File: config.mk
export PLATFORM = sky130hd
export DESIGN_NAME = extirq_ctl
export DESIGN_NICKNAME = d
export VERILOG_FILES = /design/src/rtl/extirq_pkg.sv /design/src/rtl/extirq_sync.sv /design/src/rtl/extirq_decode.sv /design/src/rtl/extirq_line.sv /design/src/rtl/extirq_ctl.sv
export SDC_FILE = /design/constraint.sdc
export NUM_CORES = 1
export LEC_CHECK = 0
export ABC_AREA = 1
export ABC_CLOCK_PERIOD_IN_PS = 1700
export BUFFER_PORTS_ARGS = -buffer_cell sky130_fd_sc_hd__buf_2
export CORE_AREA = 2 2 54 44
export DETAILED_ROUTE_END_ITERATION = 12
export DIE_AREA = 0 0 56 46
export MAX_ROUTING_LAYER = met4
export PLACE_DENSITY = 0.8
export SLEW_MARGIN = 20
export SYNTH_ARGS = -nofsm -noshare
export SYNTH_HDL_FRONTEND = slang
export SYNTH_SLANG_ARGS = --single-unit
File: constraint.sdc
create_clock -name clk -period 1.7 [get_ports clk]
set_clock_uncertainty 0.1 [all_clocks]
set_input_delay 0.255 -clock clk [delete_from_list [all_inputs] [get_ports clk]]
set_output_delay 0.255 -clock clk [all_outputs]
set_load 0.1 [all_outputs]
File: src/rtl/extirq_pkg.sv
package extirq_pkg;

   localparam int FIELDS_PER_LINE = 4;
   localparam int F_TYPE = 0;
   localparam int F_FLAG = 1;
   localparam int F_EN   = 2;
   localparam int F_PRIO = 3;

   // Packed per-line control fields; LSB is the trigger type.
   typedef struct packed {
      logic prio;
      logic en;
      logic flag;
      logic trig_edge;
   } line_ctl_t;

endpackage

File: src/rtl/extirq_sync.sv
module extirq_sync #(
   parameter int STAGES = 2
) (
   input  logic clk,
   input  logic rst_n,
   input  logic pin_n,
   output logic lvl_low,
   output logic fall
);

   logic [STAGES-1:0] chain_q;
   logic              prev_q;

   generate
      if (STAGES == 1) begin : g_one
         always_ff @(posedge clk or negedge rst_n) begin
            if (!rst_n) chain_q <= 1'b1;
            else        chain_q <= pin_n;
         end
      end else begin : g_many
         always_ff @(posedge clk or negedge rst_n) begin
            if (!rst_n) chain_q <= '1;
            else        chain_q <= {chain_q[STAGES-2:0], pin_n};
         end
      end
   endgenerate

   always_ff @(posedge clk or negedge rst_n) begin
      if (!rst_n) prev_q <= 1'b1;
      else        prev_q <= chain_q[STAGES-1];
   end

   assign lvl_low = ~chain_q[STAGES-1];
   assign fall    = prev_q & ~chain_q[STAGES-1];

endmodule

File: src/rtl/extirq_decode.sv
module extirq_decode #(
   parameter int         REG_W     = 8,
   parameter logic [7:0] BYTE_ADDR = 8'hC0,
   parameter logic [7:0] BIT_BASE  = 8'hC0
) (
   input  logic [7:0]       sfr_addr,
   input  logic             sfr_wr,
   input  logic [7:0]       sfr_wdata,
   input  logic [7:0]       bit_addr,
   input  logic             bit_wr,
   input  logic             bit_val,
   input  logic [REG_W-1:0] cur,
   output logic [REG_W-1:0] wr_mask,
   output logic [REG_W-1:0] wr_data,
   output logic             wr_any
);

   localparam int IDX_W = (REG_W > 1) ? $clog2(REG_W) : 1;

   logic [8:0]       bit_diff;
   logic             bit_hit;
   logic [IDX_W-1:0] bit_idx;

   assign bit_diff = {1'b0, bit_addr} - {1'b0, BIT_BASE};
   assign bit_hit  = (bit_diff < 9'(REG_W));
   assign bit_idx  = bit_diff[IDX_W-1:0];

   // Byte write first, then a single-bit write overrides its bit.
   always_comb begin
      wr_mask = '0;
      wr_data = cur;
      if (sfr_wr && (sfr_addr == BYTE_ADDR)) begin
         wr_mask = '1;
         wr_data = sfr_wdata[REG_W-1:0];
      end
      if (bit_wr && bit_hit) begin
         wr_mask[bit_idx] = 1'b1;
         wr_data[bit_idx] = bit_val;
      end
   end

   assign wr_any = |wr_mask;

endmodule

File: src/rtl/extirq_line.sv
module extirq_line
   import extirq_pkg::*;
(
   input  logic      clk,
   input  logic      rst_n,
   input  line_ctl_t wr_mask,
   input  line_ctl_t wr_data,
   input  logic      fall,
   input  logic      lvl_low,
   input  logic      ack,
   output line_ctl_t ctl,
   output logic      req
);

   line_ctl_t q;

   always_ff @(posedge clk or negedge rst_n) begin
      if (!rst_n) begin
         q <= '0;
      end else begin
         if (wr_mask.trig_edge) q.trig_edge <= wr_data.trig_edge;
         if (wr_mask.en)        q.en        <= wr_data.en;
         if (wr_mask.prio)      q.prio      <= wr_data.prio;
         if (q.trig_edge) begin
            // A new edge outranks software and acknowledge.
            if (fall)              q.flag <= 1'b1;
            else if (wr_mask.flag) q.flag <= wr_data.flag;
            else if (ack)          q.flag <= 1'b0;
         end else begin
            q.flag <= lvl_low;
         end
      end
   end

   assign ctl = q;
   assign req = q.flag & q.en;

endmodule

File: src/rtl/extirq_ctl.sv
module extirq_ctl
   import extirq_pkg::*;
#(
   parameter logic [7:0] CTRL_ADDR   = 8'hC0,
   parameter int         NUM_LINES   = 2,
   parameter int         SYNC_STAGES = 2
) (
   input  logic                 clk,
   input  logic                 rst_n,
   input  logic [7:0]           sfr_addr,
   input  logic                 sfr_wr,
   input  logic [7:0]           sfr_wdata,
   output logic [7:0]           sfr_rdata,
   input  logic [7:0]           bit_addr,
   input  logic                 bit_wr,
   input  logic                 bit_val,
   input  logic [NUM_LINES-1:0] xint_n,
   input  logic [NUM_LINES-1:0] irq_ack,
   output logic [NUM_LINES-1:0] irq_req,
   output logic [NUM_LINES-1:0] irq_prio
);

   localparam int REG_W = NUM_LINES * FIELDS_PER_LINE;

   initial begin
      if (REG_W != 8)
         $fatal(1, "extirq_ctl: line fields must fill one byte register");
      if (SYNC_STAGES < 2)
         $fatal(1, "extirq_ctl: at least two synchronizer stages needed");
      if ($bits(line_ctl_t) != FIELDS_PER_LINE)
         $fatal(1, "extirq_ctl: field struct width mismatch");
   end

   logic [REG_W-1:0]     ctl_q;
   logic [REG_W-1:0]     wr_mask;
   logic [REG_W-1:0]     wr_data;
   logic                 wr_any;
   logic [NUM_LINES-1:0] fall_det;
   logic [NUM_LINES-1:0] sync_low;

   extirq_decode #(
      .REG_W     (REG_W),
      .BYTE_ADDR (CTRL_ADDR),
      .BIT_BASE  (CTRL_ADDR)
   ) u_dec (
      .sfr_addr  (sfr_addr),
      .sfr_wr    (sfr_wr),
      .sfr_wdata (sfr_wdata),
      .bit_addr  (bit_addr),
      .bit_wr    (bit_wr),
      .bit_val   (bit_val),
      .cur       (ctl_q),
      .wr_mask   (wr_mask),
      .wr_data   (wr_data),
      .wr_any    (wr_any)
   );

   generate
      for (genvar n = 0; n < NUM_LINES; n++) begin : g_line
         line_ctl_t line_q;

         extirq_sync #(.STAGES(SYNC_STAGES)) u_sync (
            .clk     (clk),
            .rst_n   (rst_n),
            .pin_n   (xint_n[n]),
            .lvl_low (sync_low[n]),
            .fall    (fall_det[n])
         );

         extirq_line u_line (
            .clk     (clk),
            .rst_n   (rst_n),
            .wr_mask (line_ctl_t'(wr_mask[n*FIELDS_PER_LINE +: FIELDS_PER_LINE])),
            .wr_data (line_ctl_t'(wr_data[n*FIELDS_PER_LINE +: FIELDS_PER_LINE])),
            .fall    (fall_det[n]),
            .lvl_low (sync_low[n]),
            .ack     (irq_ack[n]),
            .ctl     (line_q),
            .req     (irq_req[n])
         );

         assign ctl_q[n*FIELDS_PER_LINE +: FIELDS_PER_LINE] = line_q;
         assign irq_prio[n] = line_q.prio;
      end
   endgenerate

   assign sfr_rdata = (sfr_addr == CTRL_ADDR) ? ctl_q : 8'h00;

endmodule

After elaboration in Yosys (flattened, before gate mapping)
Index checks and enable logic that the tools add are counted.
Widths: inputs -> output; s select.
Operators by class
  mux-type cells: 16
  reductions and logical operators: 3
  add/subtract/negate cells: 1
  equal/unequal tests: 3
  $lt $le $gt $ge: 3
  bitwise operators: 7
Operators by type and width (number)
  $mux 8: 5
  $lt 9x4->1 const B: 1
  $mux 1: 9
  $sub 8x8->9 const B: 1
  $bwmux 8: 1
  $eq 8x8->1 const B: 1
  $ne 4x3->1 const B: 2
  $or 8x8->8: 1
  $and 1x1->1: 4
  $lt 3x4->1 const B: 1
  $demux 1 s3: 1
  $ge 3x1->1 const B: 1
  $logic_and 1x1->1: 3
  $not 1->1: 2
Word-level totals
  output and inout port bits: 12
  register bits after elaboration: 14
  bits of input ports: 33
  logic and storage cells: 45

Depth between registers and ports, before layout
  depth in word-level cells: 10
  depth in mapped cells: 9
  mapped depth without buffers: 9

By module
From an unflattened synthesis, not the netlist that was laid out.
Unflattened totals
  cells, all modules: 197
  area, all modules: 1241.2 sq um
Modules (own cells, without submodules)
  extirq_decode: area an instance 574.3 sq um, cells an instance 108, seq. area each 0.0 sq um, times used 1
  extirq_line: area an instance 183.9 sq um, cells an instance 24, seq. area each 100.1 sq um, times used 2
  extirq_sync: area an instance 92.6 sq um, cells an instance 6, seq. area each 78.8 sq um, times used 2
  extirq_ctl: area an instance 113.9 sq um, cells an instance 29, seq. area each 0.0 sq um, times used 1

Worst setup path after synthesis
Ideal clock, no wire load.
  kind: input port to output port
  from: input sfr_addr[3]
  to: output sfr_rdata[0]
  required time: 1.345 ns
  path buffers: 0
  data arrival time: 1.954 ns
  stages: 5
  path slack: -0.609 ns
  path through: nor2_2 -> nand2_2 -> nor2_8 -> inv_2 -> nor2_1
Between the ends
  word-level cells in the longest chain between the ends: 2
RTL lines
  start, declared: line extirq_ctl.sv:10  | input logic [7:0] sfr_addr,
  $eq 8x8->1: line extirq_ctl.sv:87  | assign sfr_rdata = (sfr_addr == CTRL_ADDR) ? ctl_q : 8'h00;
  $mux 8: line extirq_ctl.sv:87
  end, declared: line extirq_ctl.sv:13  | output logic [7:0] sfr_rdata,
No other way between the ends.

Worst setup path in the final report
  from: register g_line[0].u_line.q (netlist bit g_line[0].u_line.ctl[2])
  to: output irq_req[0]
Between the ends
  word-level cells in the longest chain between the ends: 1
RTL lines
  start, declared: line extirq_line.sv:15  | line_ctl_t q;
  $and 1x1->1: line extirq_line.sv:36  | assign req = q.flag & q.en;
  end, declared: line extirq_ctl.sv:19  | output logic [NUM_LINES-1:0] irq_req,
No other way between the ends.

==> results_dict.tcl <==
set metrics [dict create \
    clk_latency_ps 270 \
    powerDensity_mw_per_mm2 605 \
    path_cells "nand2_1 -> inv_1 -> buf_2" \
    layout.filler_cells 189 \
    gp_congestion 0.900 \
    num_io_pins 45 \
    cp_slowest_cell "buf_2" \
    maxCapViolations 0 \
    rows 15 \
    ys_ff_latch 14 \
    die_height_um 46 \
    clk_pin_slew_ps 80 \
    end_kind "primary output" \
    setup.worst_path.start_class "register" \
    cp_max_fo 3 \
    critical-path-max-stage-delay_ps 410 \
    yosys.area.top_type "dfrtp_1" \
    postRouteWirelength_um 2100 \
    setup_viol 0 \
    hpwl_um 1700 \
    netlist_instances 135 \
    hp-class "primary input to register" \
    final_core_util 0.644 \
    dieArea_mm2 0.00258 \
    slew_viol_final 0 \
    cts_tree "done" \
    drt-wirelength-per-cell_um 10.1 \
    route.detailed.drc 0 \
    hold_violations 0 \
    grt_pass1_wl_um 3410 \
    area_delta_synth_final_pct 45.0 \
    setup_slack_ps 194 \
    htreeDepth 1 \
    root_buffer "clkbuf_4" \
    synth_top_area_frac 0.214 \
    cts_num_sinks 14 \
    clockBufferDepth 2 \
    num_antenna_cells 0 \
    postSynthAreaPerCell_um2 6.91 \
    crit_arrival_ps 1150 \
    status "finished clean" \
    track_usage 0.175 \
    period_share 0.886 \
    min_period_ps 1510 \
    finalHoldWorstSlack_ps 147 \
    vias 928 \
    crit_required_ps 1340 \
    drt-pass1-iter-count 4 \
    ys_warn_count 0 \
    synth.area.top_cells "dfrtp_1 (21%), dfstp_2 (17%), nand2_1 (15%), nand3_1 (12%), inv_1 (10%)" \
    p_leak_nw 0.760 \
    ant_nets 0 \
    worst_pin_slew_ps 487 \
    die_w_um 56 \
    final_nets 216 \
    core_area_mm2 0.00210 \
    drive_gt1_frac 0.423 \
    numPortBuffers 44 \
    relSlewSlack 0.678 \
    synth.cell_area_um2 933 \
    synth_fp_nets 168 \
    worstSetupPathType "register to primary output" \
    fmax_mhz 664 \
    post-cts-setup-buffers 0 \
    design_area_mm2 0.00135 \
    grt_overflow 0 \
    antenna_found_initial 0 \
    layout_common_cells "nand2_1 (37), buf_2 (36), inv_1 (25)" \
    routed_via_density 4.48 \
    postCtsHoldBufs 3 \
    ir_drop_mv 0.416 \
    setup_tns_ps 0 \
    placed_cell_area_mm2 0.00130 \
    grt_pass1_vias 846 \
    drt-initial-drc-count 20 \
    start_util 0.444 \
    final_common_cell "nand2_1" \
    grt_max_degree 15 \
    dp_slack_ps 193 \
    cts_buffers 3 \
    grt_setup_unrepaired "no" \
    synth.distinct_cells 17 \
    cts-resized-gates 0 \
    seq_area_frac_synth 0.383 \
]
[worst max-delay path: cells and delay by family (launching register included)]
kind,cells,cell delay [ps]
AND/OR/NAND/NOR,1,60
buffers and inverters,2,450
flip-flops,1,370
[sequential cells by signal, summed over array words and instances (netlist names)]
| signal | flops |
|---|---|
| g_line.u_line.ctl | 8 |
| g_line.u_sync.chain_q | 4 |
| g_line.u_sync.prev_q | 2 |
[synth_stat cells, drive strengths merged]
cell type	n
dfstp	6
nand3	23
inv	26
buf	5
dfrtp	8
a21oi	2
o21ai	1
nor2	22
nand2	42
[cells by family (layout without fill, tap and decap cells)]
logic type	count (synthesis)	in the layout	share of synthesized area
flops	14	14	0.383
buf+inv	31	78	0.142
simple gates	87	87	0.454
compound gates	3	3	0.0201
[metrics by stage]
| step | instances | power, mW |
|---|---|---|
| after detailed placement | 200 | 0.631 |
| after CTS | 207 | 0.833 |
| after floorplan | 135 | 0.571 |
| after global routing | 207 | 0.875 |
| after global placement | 200 | 0.624 |
| final | 207 | 0.819 |
[routing by layer]
layer / track usage / routed length [µm] / vias up / share of wire
met2: 0.304 / 1070 / 31 / 0.51
met1: 0.207 / 884 / 396 / 0.42
met3: 0.0398 / 131 / 2 / 0.063
li1: - / - / 499 / -
met4: 0.0524 / 9 / 0 / 0.0043
met5: - / 0 / - / 0
[path summary, 6_finish.rpt]
| kind | from | endpoint | slack [ps] | cells after the start |
|---|---|---|---|---|
| setup / recovery | g_line[0].u_line.ctl[2]$_DFFE_PN0P_ | irq_req[0] | 190 | 3 |
| max in group asynchronous | rst_n | g_line[0].u_sync.chain_q[0]$_DFF_PN1_ | 920 | 2 |
| hold reg to reg | g_line[1].u_sync.chain_q[0]$_DFF_PN1_ | g_line[1].u_sync.chain_q[1]$_DFF_PN1_ | 250 | 0 |
| min in group asynchronous | rst_n | g_line[1].u_line.ctl[1]$_DFFE_PN0P_ | 290 | 2 |
| hold / removal | sfr_wdata[7] | g_line[1].u_line.ctl[3]$_DFFE_PN0P_ | 150 | 3 |
| setup reg to reg | g_line[0].u_sync.chain_q[1]$_DFF_PN1_ | g_line[0].u_line.ctl[1]$_DFFE_PN0P_ | 490 | 6 |
[power by group]
group	internal [mW]	total [mW]	leakage [nW]	switching (mW)
Clock	0.0909	0.189	0.0150	0.0985
Sequential	0.370	0.388	0.163	0.0173
Combinational	0.0729	0.242	0.582	0.169
Total	0.534	0.819	0.760	0.285
[final cells by class]
cell class,count,area [µm²],area share
multi-input cells,90,463,0.342
repair buffers,48,378,0.279
flip-flops and latches,14,358,0.264
inverters,26,97.6,0.0721
well taps,25,31.3,0.0231
clock buffers,4,26.3,0.0194
Power figures use the tool's default switching activity.
